$ cat src/rtl/daisy_arb_pkg.sv
package daisy_arb_pkg;
  typedef enum logic {BUS_IDLE = 1'b0, BUS_OWNED = 1'b1} bus_state_e;
endpackage

$ cat src/rtl/req_merge.sv
module req_merge #(
  parameter int N_MASTERS = 4
) (
  input  logic [N_MASTERS-1:0] req,
  output logic                 any_req
);
  // Shared request line: wired-OR of all masters
  assign any_req = |req;
endmodule

$ cat src/rtl/chain_link.sv
module chain_link (
  input  logic grant_in,
  input  logic req,
  output logic take,
  output logic grant_out
);
  // Requesting stage absorbs the grant, otherwise passes it on this cycle
  assign take      = grant_in & req;
  assign grant_out = grant_in & ~req;
endmodule

$ cat src/rtl/bus_ctrl.sv
module bus_ctrl
  import daisy_arb_pkg::*;
#(
  parameter int N_MASTERS = 4
) (
  input  logic                 clk,
  input  logic                 rst,
  input  logic                 any_req,
  input  logic                 release_i,
  input  logic [N_MASTERS-1:0] take,
  input  logic                 tail_grant,
  output logic                 chain_grant,
  output logic [N_MASTERS-1:0] grant_q,
  output logic                 busy
);
  bus_state_e state_q;

  // Grant is launched only from idle; ownership blocks new launches
  assign chain_grant = (state_q == BUS_IDLE) && any_req;
  assign busy        = (state_q == BUS_OWNED);

  always_ff @(posedge clk) begin
    if (rst) begin
      state_q <= BUS_IDLE;
      grant_q <= '0;
    end else begin
      case (state_q)
        BUS_IDLE: begin
          if (chain_grant && !tail_grant) begin
            state_q <= BUS_OWNED;
            grant_q <= take;
          end
        end
        BUS_OWNED: begin
          if (release_i) begin
            state_q <= BUS_IDLE;
            grant_q <= '0;
          end
        end
        default: begin
          state_q <= BUS_IDLE;
          grant_q <= '0;
        end
      endcase
    end
  end
endmodule

$ cat src/rtl/daisy_arb.sv
module daisy_arb #(
  parameter int N_MASTERS = 4
) (
  input  logic                 clk,
  input  logic                 rst,
  input  logic [N_MASTERS-1:0] req,
  input  logic                 release_i,
  output logic [N_MASTERS-1:0] grant,
  output logic                 busy
);
  logic                 any_req;
  logic                 chain_grant;
  logic [N_MASTERS:0]   thread;
  logic [N_MASTERS-1:0] take;

  req_merge #(.N_MASTERS(N_MASTERS)) u_merge (
    .req     (req),
    .any_req (any_req)
  );

  assign thread[0] = chain_grant;

  // One pass-through stage per master, highest priority first
  for (genvar i = 0; i < N_MASTERS; i++) begin : g_link
    chain_link u_link (
      .grant_in  (thread[i]),
      .req       (req[i]),
      .take      (take[i]),
      .grant_out (thread[i+1])
    );
  end

  bus_ctrl #(.N_MASTERS(N_MASTERS)) u_ctrl (
    .clk         (clk),
    .rst         (rst),
    .any_req     (any_req),
    .release_i   (release_i),
    .take        (take),
    .tail_grant  (thread[N_MASTERS]),
    .chain_grant (chain_grant),
    .grant_q     (grant),
    .busy        (busy)
  );
endmodule

$ cat config.mk
export PLATFORM = sky130hd
export DESIGN_NAME = daisy_arb
export DESIGN_NICKNAME = d
export VERILOG_FILES = /design/src/rtl/daisy_arb_pkg.sv /design/src/rtl/req_merge.sv /design/src/rtl/chain_link.sv /design/src/rtl/bus_ctrl.sv /design/src/rtl/daisy_arb.sv
export SDC_FILE = /design/constraint.sdc
export NUM_CORES = 1
export LEC_CHECK = 0
export BUFFER_PORTS_ARGS = -buffer_cell sky130_fd_sc_hd__buf_2
export CAP_MARGIN = 20
export CORE_AREA = 2 2 39 41
export CTS_CLUSTER_SIZE = 30
export DETAILED_ROUTE_END_ITERATION = 8
export DIE_AREA = 0 0 41 43
export SETUP_SLACK_MARGIN = 0.02
export SYNTH_ARGS = -nofsm -noshare
export SYNTH_HDL_FRONTEND = slang
export SYNTH_HIERARCHICAL = 1
export SYNTH_SLANG_ARGS = --single-unit
$ cat constraint.sdc
create_clock -name clk -period 2.1 [get_ports clk]
set_input_delay 0 -clock clk [delete_from_list [all_inputs] [get_ports clk]]
set_output_delay 0 -clock clk [all_outputs]
set_load 0.02 [all_outputs]
==> results list <==
* Number of synthesized register bits: 5
- Setup WS post-layout: 0.0338 ns
- By count the netlist is led by sky130_fd_sc_hd__a21oi_1, sky130_fd_sc_hd__and2b_2, sky130_fd_sc_hd__dfxtp_1, sky130_fd_sc_hd__nand2_1.
- Power density normalized to cell area: roughly 590 nW/um^2
- The later pin in the worst-skew pair is clocked with a latency of 0.24 ns.
* Synthesis-to-finish area growth: 77.4%
- Io pins: 12
- Cell type of the slowest stage on the worst timing path: sky130_fd_sc_hd__or4_4
* Leakage: 0.216 nW
- Largest net degree at the start of global routing: 6
- The initialized floorplan defines 14 standard-cell rows.
- The filler cells instantiated in the layout total roughly 160.
* Most common cell on crit path: sky130_fd_sc_hd__and2b_2
- Cell at the root of the clock tree: sky130_fd_sc_hd__clkbuf_4
- Cells with a size suffix above 1 make up 71.4% of the layout.
* Initial core utilization: 19.6%
- In this run the tightest slew margin relative to its limit is 86.0%.
* Area share of the largest cell type after synthesis: 36.9%
- Post-synthesis area per instance: 8.48 um^2
* Std-Cell Core Area: 1380 um^2
* Final standard cell count with taps included and fillers excluded: 72
- Startpoint of the worst-slack reg-to-reg timing path: u_ctrl/busy
- Part of the Yosys area used for sequential elements: between 30% and 40%
- The floorplan step defined a die boundary enclosing 1760 um^2.
- For this run, the top clock speed supported by timing is 0.484 GHz.
* Final Skew: 0.00419 ns
- The design draws 285 uW.
- Number of search-and-repair iterations in the first detailed-routing pass: 2
- Netlist area before placement: 272 um^2
- Worst VDD drop: a little under 400 uV
* Critical path data arrival time: between 2 and 2.5 ns
- The longest clock path from root to sink contains 2 buffers.
* Origin of the worst min-delay path: release_i
* Hpwl dp: 502 um
* Total count of hold-check failures in the final report: 0
* Leading register cell type out of synthesis: sky130_fd_sc_hd__dfxtp_1
- Worst slack at placement: -0.199 ns
- For this run, the slowest stage of the critical path takes 0.52 ns.
* Die width: 41 um
- The number of max-slew violations in the final report came to 0.
- Final layout net count: 64
* Synth Net Count: 39
- Dividing the final minimum period by the clock period gives 98.4%.
- Max FO, Critical Path: 5
* Final wirelength: 724 um
* Number of global-route vias before repair: 297
- CTS buffer count: 3
- Summed over all instances, the cell type with the most area after synthesis is sky130_fd_sc_hd__dfxtp_1.
- Count of input and output buffers: 11
- For this run, the number of Yosys warnings is 6.
- Number of synthesized flops with an enable pin: 0
* Final routed wire length divided by cell count: around 10 um
- Final setup viols: 0
- After clock tree synthesis, the clock-pin slew on the worst setup and hold paths is 0.05 ns.
- Number of violations of the max-capacitance limit: 0
- The routed layout has ~310 vias.
* Number of antenna violations at the first check in global routing: 0
- In this run the remaining antenna-violating nets after routing total 0.
- Beginning of the critical path: req[2]
- Total overflow reported by the global router: 0
- The flow ran to the end, and the final reports show no timing, DRC or antenna violations.
- 0 antenna diodes ended up in the layout.
- TritonCTS built the clock tree.
* Total Routing Usage GR: 9.65%
* Floorplan die height: 43 um
* Cell types with the largest area share after synthesis: sky130_fd_sc_hd__dfxtp_1, sky130_fd_sc_hd__and2b_2, sky130_fd_sc_hd__and2_2
- At the worst endpoint, the required time is about 2.2 ns.
- Number of instances in the synthesized netlist: 32
- Cells traversed along the worst timing path: buf_6 -> or4_4 -> and2b_2 -> and2b_2 -> and2b_2 -> and2b_2 -> and2b_2 -> or3b_4 -> nand3_2 -> a21oi_2
* Placed Instances: 66
- At the end of routability-driven placement, the weighted congestion stood at 0.794.
- Setup repair after global routing could not meet its margin everywhere.
- Count of clock tree sinks: 5
- First-pass GRT wire length: 1.14 mm
- Async SR Flop Fraction: 0%
- The worst setup path is of the input pin to flip-flop kind.
* Critical path startpoint category: input pin
- Time the worst path needs with I/O delays and setup: 2.07 ns
- Type of the tightest min-delay check: input pin to flip-flop
- Counting both buffers and inverters, the worst setup path holds a total of 1.
* Worst path top cell family by delay: simple AND/OR/NAND/NOR gates
* Via density per instance: 4.33
* Number of design rule violations left after detail routing: 0
- Element type at the critical path end: flip-flop
- Number of distinct library cells after synthesis: 10
* Slew at the pin closest to its max-slew limit: 0.210 ns
- After the first detailed-routing iteration, the DRC count stood at 3.
- In this run the number of H-tree levels came out at 1.
area by class of cell:
cell class                 count  area [um^2]  share of cell area (%)
sequential                     5          101                    21.0
clock buffer                   4         26.3                    5.45
tap                           16         20.0                    4.16
timing repair buffer          20          131                    27.3
multi-input combinational     27          203                    42.1
final timing paths:
path	to	slack, ns	cells past startpoint
max	u_ctrl/grant_q[2]	0.03	10
min	u_ctrl/busy	0.02	3
max reg2reg	u_ctrl/grant_q[2]	0.09	8
min reg2reg	u_ctrl/grant_q[3]	0.47	2
routing by layer:
layer	global-route usage, %	part of all wire, %	vias up
li1	-	-	156
met1	11.0	38	144
met2	14.7	51	10
met3	7.85	9.1	2
met4	0	2.1	0
met5	0	0	-
worst reg2reg max path, delay by kind of cell, from the launching register on:
family          cells  cell delay, ns
simple gates        7            1.52
flops               1            0.32
compound gates      1            0.06
where the power goes:
part           total, mW  switching [mW]  internal [mW]  leakage, nW
sequential         0.103         0.00275          0.100       0.0411
clock              0.112          0.0398         0.0719       0.0150
combinational     0.0703          0.0323         0.0380        0.160
cells by family (layout without fill, tap and decap cells):
logic type,after synthesis,in the layout,share of synthesized area [%]
flops,5,5,36.9
simple gates,22,22,53.9
compound gates,5,5,9.22
buf+inv,0,24,0
through the flow:
step | setup TNS [ns] | utilization, % | area (um^2) | hold WS, ns
floorplan | 0 | - | 277 | 0.0617
global placement | -0.735 | 29.2 | 404 | 0.217
detailed placement | -0.894 | 29.2 | 404 | 0.224
CTS | 0 | 31.8 | 440 | 0.0217
global route | -0.0121 | 34.8 | 482 | 0.0233
finish | 0 | 34.8 | 482 | 0.0227
sequential cells by signal, summed over array words and instances, names as in the netlist:
register	flops
u_ctrl/busy	1
u_ctrl/grant_q	4
placed cells by master, fill, tap and decap left out, types with 2 or more instances in the layout:
cell	count
sky130_fd_sc_hd__nand3_2	4
sky130_fd_sc_hd__and2_2	4
sky130_fd_sc_hd__nand2_1	5
sky130_fd_sc_hd__dfxtp_1	4
sky130_fd_sc_hd__and2b_2	5
sky130_fd_sc_hd__clkbuf_4	3
sky130_fd_sc_hd__a21oi_2	2
sky130_fd_sc_hd__buf_4	8
sky130_fd_sc_hd__a21oi_1	3
sky130_fd_sc_hd__buf_2	10
timing repair:
action,4_1_cts,5_1_grt
endpoints found under the setup margin,0,4
gates resized for setup,0,7
buffers inserted,0,1
hold buffers,1,0
endpoints found under the hold margin,5,0
(Power assumes the default switching activity.)
